===== config.mk =====
export PLATFORM = sky130hd
export DESIGN_NAME = tri_reg_spec_decoder
export DESIGN_NICKNAME = d
export VERILOG_FILES = /design/src/rtl/trs_pkg.sv /design/src/rtl/trs_combo_table.sv /design/src/rtl/trs_operand_slot.sv /design/src/rtl/trs_literal_unit.sv /design/src/rtl/tri_reg_spec_decoder.sv
export SDC_FILE = /design/constraint.sdc
export NUM_CORES = 1
export LEC_CHECK = 0
export BUFFER_PORTS_ARGS = -buffer_cell sky130_fd_sc_hd__buf_2
export CAP_MARGIN = 20
export CELL_PAD_IN_SITES_DETAIL_PLACEMENT = 0
export CELL_PAD_IN_SITES_GLOBAL_PLACEMENT = 1
export CORE_ASPECT_RATIO = 1.1
export CORE_UTILIZATION = 26
export DETAILED_ROUTE_END_ITERATION = 7
export GPL_TIMING_DRIVEN = 0
export PLACE_DENSITY_LB_ADDON = 0.1
export SLEW_MARGIN = 20
export SYNTH_ARGS = -nofsm -noshare
export SYNTH_HDL_FRONTEND = slang
export SYNTH_HIERARCHICAL = 1
export SYNTH_SLANG_ARGS = --single-unit

===== constraint.sdc =====
create_clock -name vclk -period 2.8
set_input_delay 0.14 -clock vclk [all_inputs]
set_output_delay 0.14 -clock vclk [all_outputs]
set_load 0.1 [all_outputs]

===== src/rtl/trs_pkg.sv =====
// Package: shared types and the group-code table of the register field decoder.
// Assumes a 4-bit group code (16 combinations); offset width is set per module.
package trs_pkg;

    typedef enum logic [1:0] {
        GRP_AUX = 2'b00,
        GRP_LOC = 2'b01,
        GRP_EXT = 2'b10,
        GRP_CON = 2'b11
    } grp_e;

    typedef struct packed {
        grp_e dst;
        grp_e src_a;
        grp_e src_b;
        logic lit;
    } combo_t;

    localparam int CODE_W = 4;

    // Fixed table ordering: A destination first, then L, then X.
    function automatic combo_t combo_lookup(input logic [CODE_W-1:0] code);
        combo_t c;
        case (code)
            4'd0:    c = '{GRP_AUX, GRP_AUX, GRP_AUX, 1'b0};
            4'd1:    c = '{GRP_AUX, GRP_CON, GRP_AUX, 1'b0};
            4'd2:    c = '{GRP_LOC, GRP_LOC, GRP_LOC, 1'b0};
            4'd3:    c = '{GRP_LOC, GRP_LOC, GRP_EXT, 1'b0};
            4'd4:    c = '{GRP_LOC, GRP_EXT, GRP_LOC, 1'b0};
            4'd5:    c = '{GRP_LOC, GRP_EXT, GRP_EXT, 1'b0};
            4'd6:    c = '{GRP_LOC, GRP_CON, GRP_LOC, 1'b0};
            4'd7:    c = '{GRP_LOC, GRP_CON, GRP_EXT, 1'b0};
            4'd8:    c = '{GRP_LOC, GRP_CON, GRP_CON, 1'b1};
            4'd9:    c = '{GRP_EXT, GRP_LOC, GRP_LOC, 1'b0};
            4'd10:   c = '{GRP_EXT, GRP_LOC, GRP_EXT, 1'b0};
            4'd11:   c = '{GRP_EXT, GRP_EXT, GRP_LOC, 1'b0};
            4'd12:   c = '{GRP_EXT, GRP_EXT, GRP_EXT, 1'b0};
            4'd13:   c = '{GRP_EXT, GRP_CON, GRP_LOC, 1'b0};
            4'd14:   c = '{GRP_EXT, GRP_CON, GRP_EXT, 1'b0};
            default: c = '{GRP_EXT, GRP_CON, GRP_CON, 1'b1};
        endcase
        return c;
    endfunction

endpackage


===== src/rtl/trs_combo_table.sv =====
// Module: trs_combo_table
// Maps the group code to the group of each operand plus the literal flag.
// Assumes the code is always one of the 16 table entries (every code is legal).
module trs_combo_table
    import trs_pkg::*;
(
    input  logic [CODE_W-1:0] code_i,
    output combo_t            combo_o
);

    // Table lookup: one row per group code.
    always_comb begin
        combo_o = combo_lookup(code_i);
    end

endmodule


===== src/rtl/trs_operand_slot.sv =====
// Module: trs_operand_slot
// Builds one operand address from its group and offset and flags stack options.
// Assumes stack-option slots are the top offsets of groups A and X, and that
// both groups share one canonical address (group A) for those slots.
module trs_operand_slot
    import trs_pkg::*;
#(
    parameter int OFF_W       = 4,
    parameter int STACK_FIRST = 12,
    localparam int ADDR_W     = 2 + OFF_W
) (
    input  grp_e              grp_i,
    input  logic [OFF_W-1:0]  off_i,
    output logic [ADDR_W-1:0] addr_o,
    output logic              stack_o
);

    logic in_stack_grp;
    logic in_stack_range;

    // Stack detection: top slots of the A or X group.
    always_comb begin
        in_stack_grp   = (grp_i == GRP_AUX) || (grp_i == GRP_EXT);
        in_stack_range = (int'(off_i) >= STACK_FIRST);
        stack_o        = in_stack_grp && in_stack_range;
    end

    // Address formation: stack slots fold onto the A group.
    always_comb begin
        if (stack_o) begin
            addr_o = {GRP_AUX, off_i};
        end else begin
            addr_o = {grp_i, off_i};
        end
    end

endmodule


===== src/rtl/trs_literal_unit.sv =====
// Module: trs_literal_unit
// Forms the immediate and the fixed left operand of a literal code.
// Assumes the immediate is {Ra offset, Rb offset}; outputs are zero when idle.
module trs_literal_unit #(
    parameter int OFF_W          = 4,
    parameter bit LEFT_ALL_ONES  = 1'b0,
    localparam int LIT_W         = 2 * OFF_W,
    localparam int LEFT_W        = LIT_W + 1
) (
    input  logic              lit_en_i,
    input  logic [OFF_W-1:0]  a_off_i,
    input  logic [OFF_W-1:0]  b_off_i,
    output logic              valid_o,
    output logic [LIT_W-1:0]  value_o,
    output logic [LEFT_W-1:0] left_o
);

    localparam logic [LEFT_W-1:0] LEFT_CONST = LEFT_ALL_ONES ? {LEFT_W{1'b1}} : '0;

    // Literal outputs: gated by the literal flag of the table.
    always_comb begin
        valid_o = lit_en_i;
        value_o = lit_en_i ? {a_off_i, b_off_i} : '0;
        left_o  = lit_en_i ? LEFT_CONST : '0;
    end

endmodule


===== src/rtl/tri_reg_spec_decoder.sv =====
// Module: tri_reg_spec_decoder (top)
// Decodes a three-register specifier field into Rc/Ra/Rb addresses, stack
// flags and a literal immediate. Purely combinational; no clock or reset.
// Field: [15:12] group code, [11:8] Rc, [7:4] Ra, [3:0] Rb offsets.
module tri_reg_spec_decoder
    import trs_pkg::*;
#(
    parameter int OFF_W         = 4,
    parameter int STACK_FIRST   = 12,
    parameter bit LEFT_ALL_ONES = 1'b0,
    localparam int ADDR_W       = 2 + OFF_W,
    localparam int FIELD_W      = CODE_W + 3 * OFF_W,
    localparam int LIT_W        = 2 * OFF_W,
    localparam int LEFT_W       = LIT_W + 1,
    localparam int N_OPS        = 3
) (
    input  logic [FIELD_W-1:0] field_i,
    output logic [ADDR_W-1:0]  rc_addr_o,
    output logic [ADDR_W-1:0]  ra_addr_o,
    output logic [ADDR_W-1:0]  rb_addr_o,
    output logic               rc_stack_o,
    output logic               ra_stack_o,
    output logic               rb_stack_o,
    output logic               lit_valid_o,
    output logic [LIT_W-1:0]   lit_value_o,
    output logic [LEFT_W-1:0]  lit_left_o
);

    logic [CODE_W-1:0] code;
    logic [OFF_W-1:0]  off_raw [N_OPS];
    logic [OFF_W-1:0]  off_eff [N_OPS];
    grp_e              grp     [N_OPS];
    logic [ADDR_W-1:0] addr    [N_OPS];
    logic              stk     [N_OPS];
    combo_t            combo;

    // Field split: operand index 0 = Rc, 1 = Ra, 2 = Rb.
    always_comb begin
        code       = field_i[FIELD_W-1 -: CODE_W];
        off_raw[0] = field_i[3*OFF_W-1 -: OFF_W];
        off_raw[1] = field_i[2*OFF_W-1 -: OFF_W];
        off_raw[2] = field_i[OFF_W-1 -: OFF_W];
    end

    trs_combo_table u_table (
        .code_i  (code),
        .combo_o (combo)
    );

    // Operand steering: sources point at the constant-zero slot in literal codes.
    always_comb begin
        grp[0]     = combo.dst;
        grp[1]     = combo.src_a;
        grp[2]     = combo.src_b;
        off_eff[0] = off_raw[0];
        off_eff[1] = combo.lit ? '0 : off_raw[1];
        off_eff[2] = combo.lit ? '0 : off_raw[2];
    end

    for (genvar i = 0; i < N_OPS; i++) begin : g_slot
        trs_operand_slot #(
            .OFF_W       (OFF_W),
            .STACK_FIRST (STACK_FIRST)
        ) u_slot (
            .grp_i   (grp[i]),
            .off_i   (off_eff[i]),
            .addr_o  (addr[i]),
            .stack_o (stk[i])
        );
    end

    trs_literal_unit #(
        .OFF_W         (OFF_W),
        .LEFT_ALL_ONES (LEFT_ALL_ONES)
    ) u_lit (
        .lit_en_i (combo.lit),
        .a_off_i  (off_raw[1]),
        .b_off_i  (off_raw[2]),
        .valid_o  (lit_valid_o),
        .value_o  (lit_value_o),
        .left_o   (lit_left_o)
    );

    // Output mapping.
    always_comb begin
        rc_addr_o  = addr[0];
        ra_addr_o  = addr[1];
        rb_addr_o  = addr[2];
        rc_stack_o = stk[0];
        ra_stack_o = stk[1];
        rb_stack_o = stk[2];
    end

endmodule


Word level (Yosys, flattened, before mapping). Memories as Yosys holds them, arrays and structs flattened. Index checks and enable logic that the tools add are counted.

Flip-flop bits (word level): 0. Latch bits: 0. RAM bits: 0. Memory bits (read-only): 112. Bits of input ports: 16. Output and inout port bits: 39. Word-level logic and storage cells: 22. Memories kept: 1.

Add/sub/neg operators: 0. $mul: 0. Divide/modulo/power cells: 0. Order comparisons: 3. Equality and inequality tests: 3. Shifts and indexed selects: 0. Mux-type cells: 6. Bitwise operators: 0. Reduce and logical (&&, ||, !) cells: 9.

Memory list: (no name shown) (depth 16, width 7, rd ports 1, clocked after Yosys merged registers in 0, wr ports 0, RTL line trs_pkg.sv:24) `case (code)`.

Operator list (number): two-way mux 6 bit (3); >= comparator 4 bit, second input constant (3); two-way mux 4 bit (2); two-way mux 8 bit (1); == test 2 bit, second input constant (3); zero test 2 bit (3); logical AND 1 bit (3); logical OR 1 bit (3).

Logic depth before layout (Yosys ltp). An unclocked memory read counts as a cell.

Depth in word-level cells: 5. Depth in mapped cells: 7. Depth with buffers taken out: 7.

Modules after synthesis. Netlist, hierarchy kept.

Modules (own cells, without submodules): trs_combo_table (times used 1, cells an instance 34, area each 261.5 µm², sequential area each 0.0 µm²); trs_operand_slot (times used 3, cells an instance 8, area each 48.8 µm², sequential area each 0.0 µm²); trs_literal_unit (times used 1, cells an instance 19, area each 128.9 µm², sequential area each 0.0 µm²); tri_reg_spec_decoder (times used 1, cells an instance 8, area each 50.0 µm², sequential area each 0.0 µm²).

Least setup slack after synthesis. Ideal clock, no wire load.

Path kind: input to output. From: input port field_i[12]. To: output port ra_stack_o. Arrival: 2.212 ns. Data required time: 2.660 ns. Slack: 0.448 ns. Stages on the path: 7. Path buffers: 0. Cell sequence: inv_1 -> ha_1 -> nand2_1 -> a21boi_1 -> nor2b_1 -> nand2_1 -> nor2_1.

RTL lines: from (decl) (RTL line tri_reg_spec_decoder.sv:17) `input logic [FIELD_W-1:0] field_i,`; to (decl) (RTL line tri_reg_spec_decoder.sv:22) `output logic ra_stack_o,`.

==> impl_metrics.yaml <==
cells_and_area:
  multi_input_area_um2: 413
  design.seq.count: 0
  area_growth_pct: 47.8
  postLayoutCoreUtil_pct: 42.0
  layout.nets: 162
  seq_area_um2: 0
  nClkBuffers: 0
  nFillCells: 227
  drive_above_1_share_pct: 51.5
  antennaDiodeCount: 0
yosys:
  synth.avg_cell_area_um2: 6.90
  yosysWarnings: 6
  synth-simple-area-share_pct: 28.4
  syn_area_um2: 587
  synth_compound_area_share_pct: 17.7
  synth_top_family_by_area: "buffers and inverters"
  synth-seq-area-share_pct: 0
  synthCells: 85
  synthAdderAreaFrac_pct: 17.1
  synthXorXnorAreaFrac_pct: 1.49
  synthMuxAreaShare_pct: 0
  synth.distinct_cells: 24
floorplan:
  dieArea_mm2: 0.00245
  start_util_pct: 28.4
  coreArea_mm2: 0.00206
  fp-row-count: 17
  fp.dieW_um: 47.3
  die_h_um: 51.8
  ios: 55
routing:
  drc: 0
  drtIter0Drc: 4
  wl_per_cell_um: 7.54
  routed_wl_mm: 1.24
  postRouteAntennaNets: 0
  num_vias: 629
  first_pass_iters: 4
  via_per_inst: 3.84
critical_path:
  cp_slowest_cell: "a21boi_1"
  end_kind: "output pin"
  crit_required_ps: 2660
  critical_path_depth: 9
  cp_max_fo: 17
  crit_type: "in -> out"
  critical_path_buf_inv_count: 3
  path_cells: "buf_2, inv_1, ha_1, nand2_1, a21boi_1, nor2b_1, nand2_1, o21a_1, buf_2"
  max_stage_delay_ps: 710
  crit_family: "compound AO/OA/AOI/OAI gates"
  worst_ep_arrival_time_ps: 2160
  cp-start-kind: "input pin"
place:
  place_congestion: 0.746
  place_hpwl_mm: 1.10
  dp_slack_ps: 456
  io_buffers: 43
status:
  status: "finished, final reports clean"
timing:
  finalHoldViolCount: 0
  maxSlewViolCount: 0
  timing.slew.headroom_pct: 39.1
  period_share_pct: 82.1
  worst_slack_ps: 502
  setup_tns_ps: 0
  setup_viol: 0
  rsz0062_at_grt: "no"
  fmax_mhz: 435
  tightest_slew_ps: 912
  finalCriticalPeriod_ps: 2300
power_and_ir_drop:
  worst_ir_drop_vdd_mv: 0.180
  powerDensity_mw_per_mm2: 406
  cellLeakagePower_nw: 0.530
global_route:
  grt_pass1_wl_mm: 1.70
  grt_pass1_vias: 444
  antenna_found_initial: 0
  grtUsageTotal_pct: 8.68
  grt-ovfl-total: 0
  grt_max_degree: 18
clock_tree:
  post_cts_buffers: 0
  cts_resized: 0
  hold_buffers: 0
run:
  max_cap_violations: 0
worst_hold_path:
  hold_depth: 2
  hold_class: "in -> out"
==> cell type report <==
cell class                      instances  area share, %
Buffer                                 27           22.2
Timing Repair Buffer                   43           24.8
Inverter                                3           1.30
Tap cell                               28           4.04
Multi-Input combinational cell         63           47.6
==> layout by cell type, fill, tap and decap left out <==
cell type / Yosys / routed
a211oi_2: 1 / 1
a21boi_1: 2 / 2
a21boi_2: 1 / 1
a21o_1: 1 / 1
a21oi_1: 1 / 1
a31oi_1: 2 / 2
and2_1: 8 / 8
and2_4: 1 / 1
buf_2: 1 / 44
buf_4: 22 / 22
buf_6: 1 / 1
clkbuf_1: 3 / 3
conb_1: 1 / 9
ha_1: 8 / 8
inv_1: 3 / 3
nand2_1: 7 / 7
nor2_1: 5 / 5
nor2b_1: 8 / 8
nor3_1: 1 / 1
nor3b_1: 1 / 1
o21a_1: 3 / 3
o21ai_1: 2 / 2
o31ai_1: 1 / 1
xnor2_1: 1 / 1
==> cells by family after synthesis <==
logic type,Yosys count
other,1
and+or+nand+nor,31
xor gates and xnor gates,1
buffers and inverters,30
AOI/OAI and AO/OA,14
adders and majority gates,8
==> cell usage after synthesis <==
| library cell | count | area (um^2) |
|---|---|---|
| nor3_1 | 1 | 5.00 |
| a21boi_2 | 1 | 11.3 |
| nor3b_1 | 1 | 7.51 |
| nand2_1 | 7 | 26.3 |
| and2_1 | 8 | 50.1 |
| buf_4 | 22 | 165 |
| nor2_1 | 5 | 18.8 |
| a21o_1 | 1 | 7.51 |
| a21boi_1 | 2 | 15.0 |
| buf_6 | 1 | 11.3 |
| a31oi_1 | 2 | 12.5 |
| o21a_1 | 3 | 22.5 |
| xnor2_1 | 1 | 8.76 |
| clkbuf_1 | 3 | 11.3 |
| and2_4 | 1 | 8.76 |
| buf_2 | 1 | 5.00 |
| nor2b_1 | 8 | 50.1 |
| a211oi_2 | 1 | 12.5 |
| o31ai_1 | 1 | 7.51 |
| o21ai_1 | 2 | 10.0 |
| a21oi_1 | 1 | 5.00 |
| ha_1 | 8 | 100 |
| inv_1 | 3 | 11.3 |
| conb_1 | 1 | 3.75 |
==> per-layer routing <==
| metal | GRT usage, % | share of wire [%] | routed length (um) | vias to the layer above |
|---|---|---|---|---|
| met5 | 0 | 0 | 0 | - |
| met4 | 0 | 0 | 0 | 0 |
| met3 | 0.347 | 9.9 | 123 | 0 |
| met2 | 17.1 | 49 | 608 | 30 |
| met1 | 10.4 | 41 | 505 | 257 |
| li1 | - | - | - | 342 |
==> final timing paths <==
kind	startpoint	to	slack [ps]
worst max-delay path	field_i[12]	ra_addr_o[5]	500
worst min-delay path	field_i[9]	rc_addr_o[1]	660
==> where the power goes <==
| part | switching (mW) | internal, mW | leakage [nW] |
|---|---|---|---|
| clock | 0 | 0 | 0 |
| combinational | 0.284 | 0.0680 | 0.530 |
| sequential | 0 | 0 | 0 |
==> through the flow <==
stage | std cells | hold WS (ps) | instance area, um^2 | power (mW)
after floorplan | 93 | 492 | 617 | 0.312
after global placement | 164 | 664 | 867 | 0.352
after detailed placement | 164 | 665 | 867 | 0.353
after CTS | 164 | 665 | 867 | 0.354
after global routing | 164 | 669 | 867 | 0.369
final | 164 | 664 | 867 | 0.352
Power figures use the tool's default switching activity.
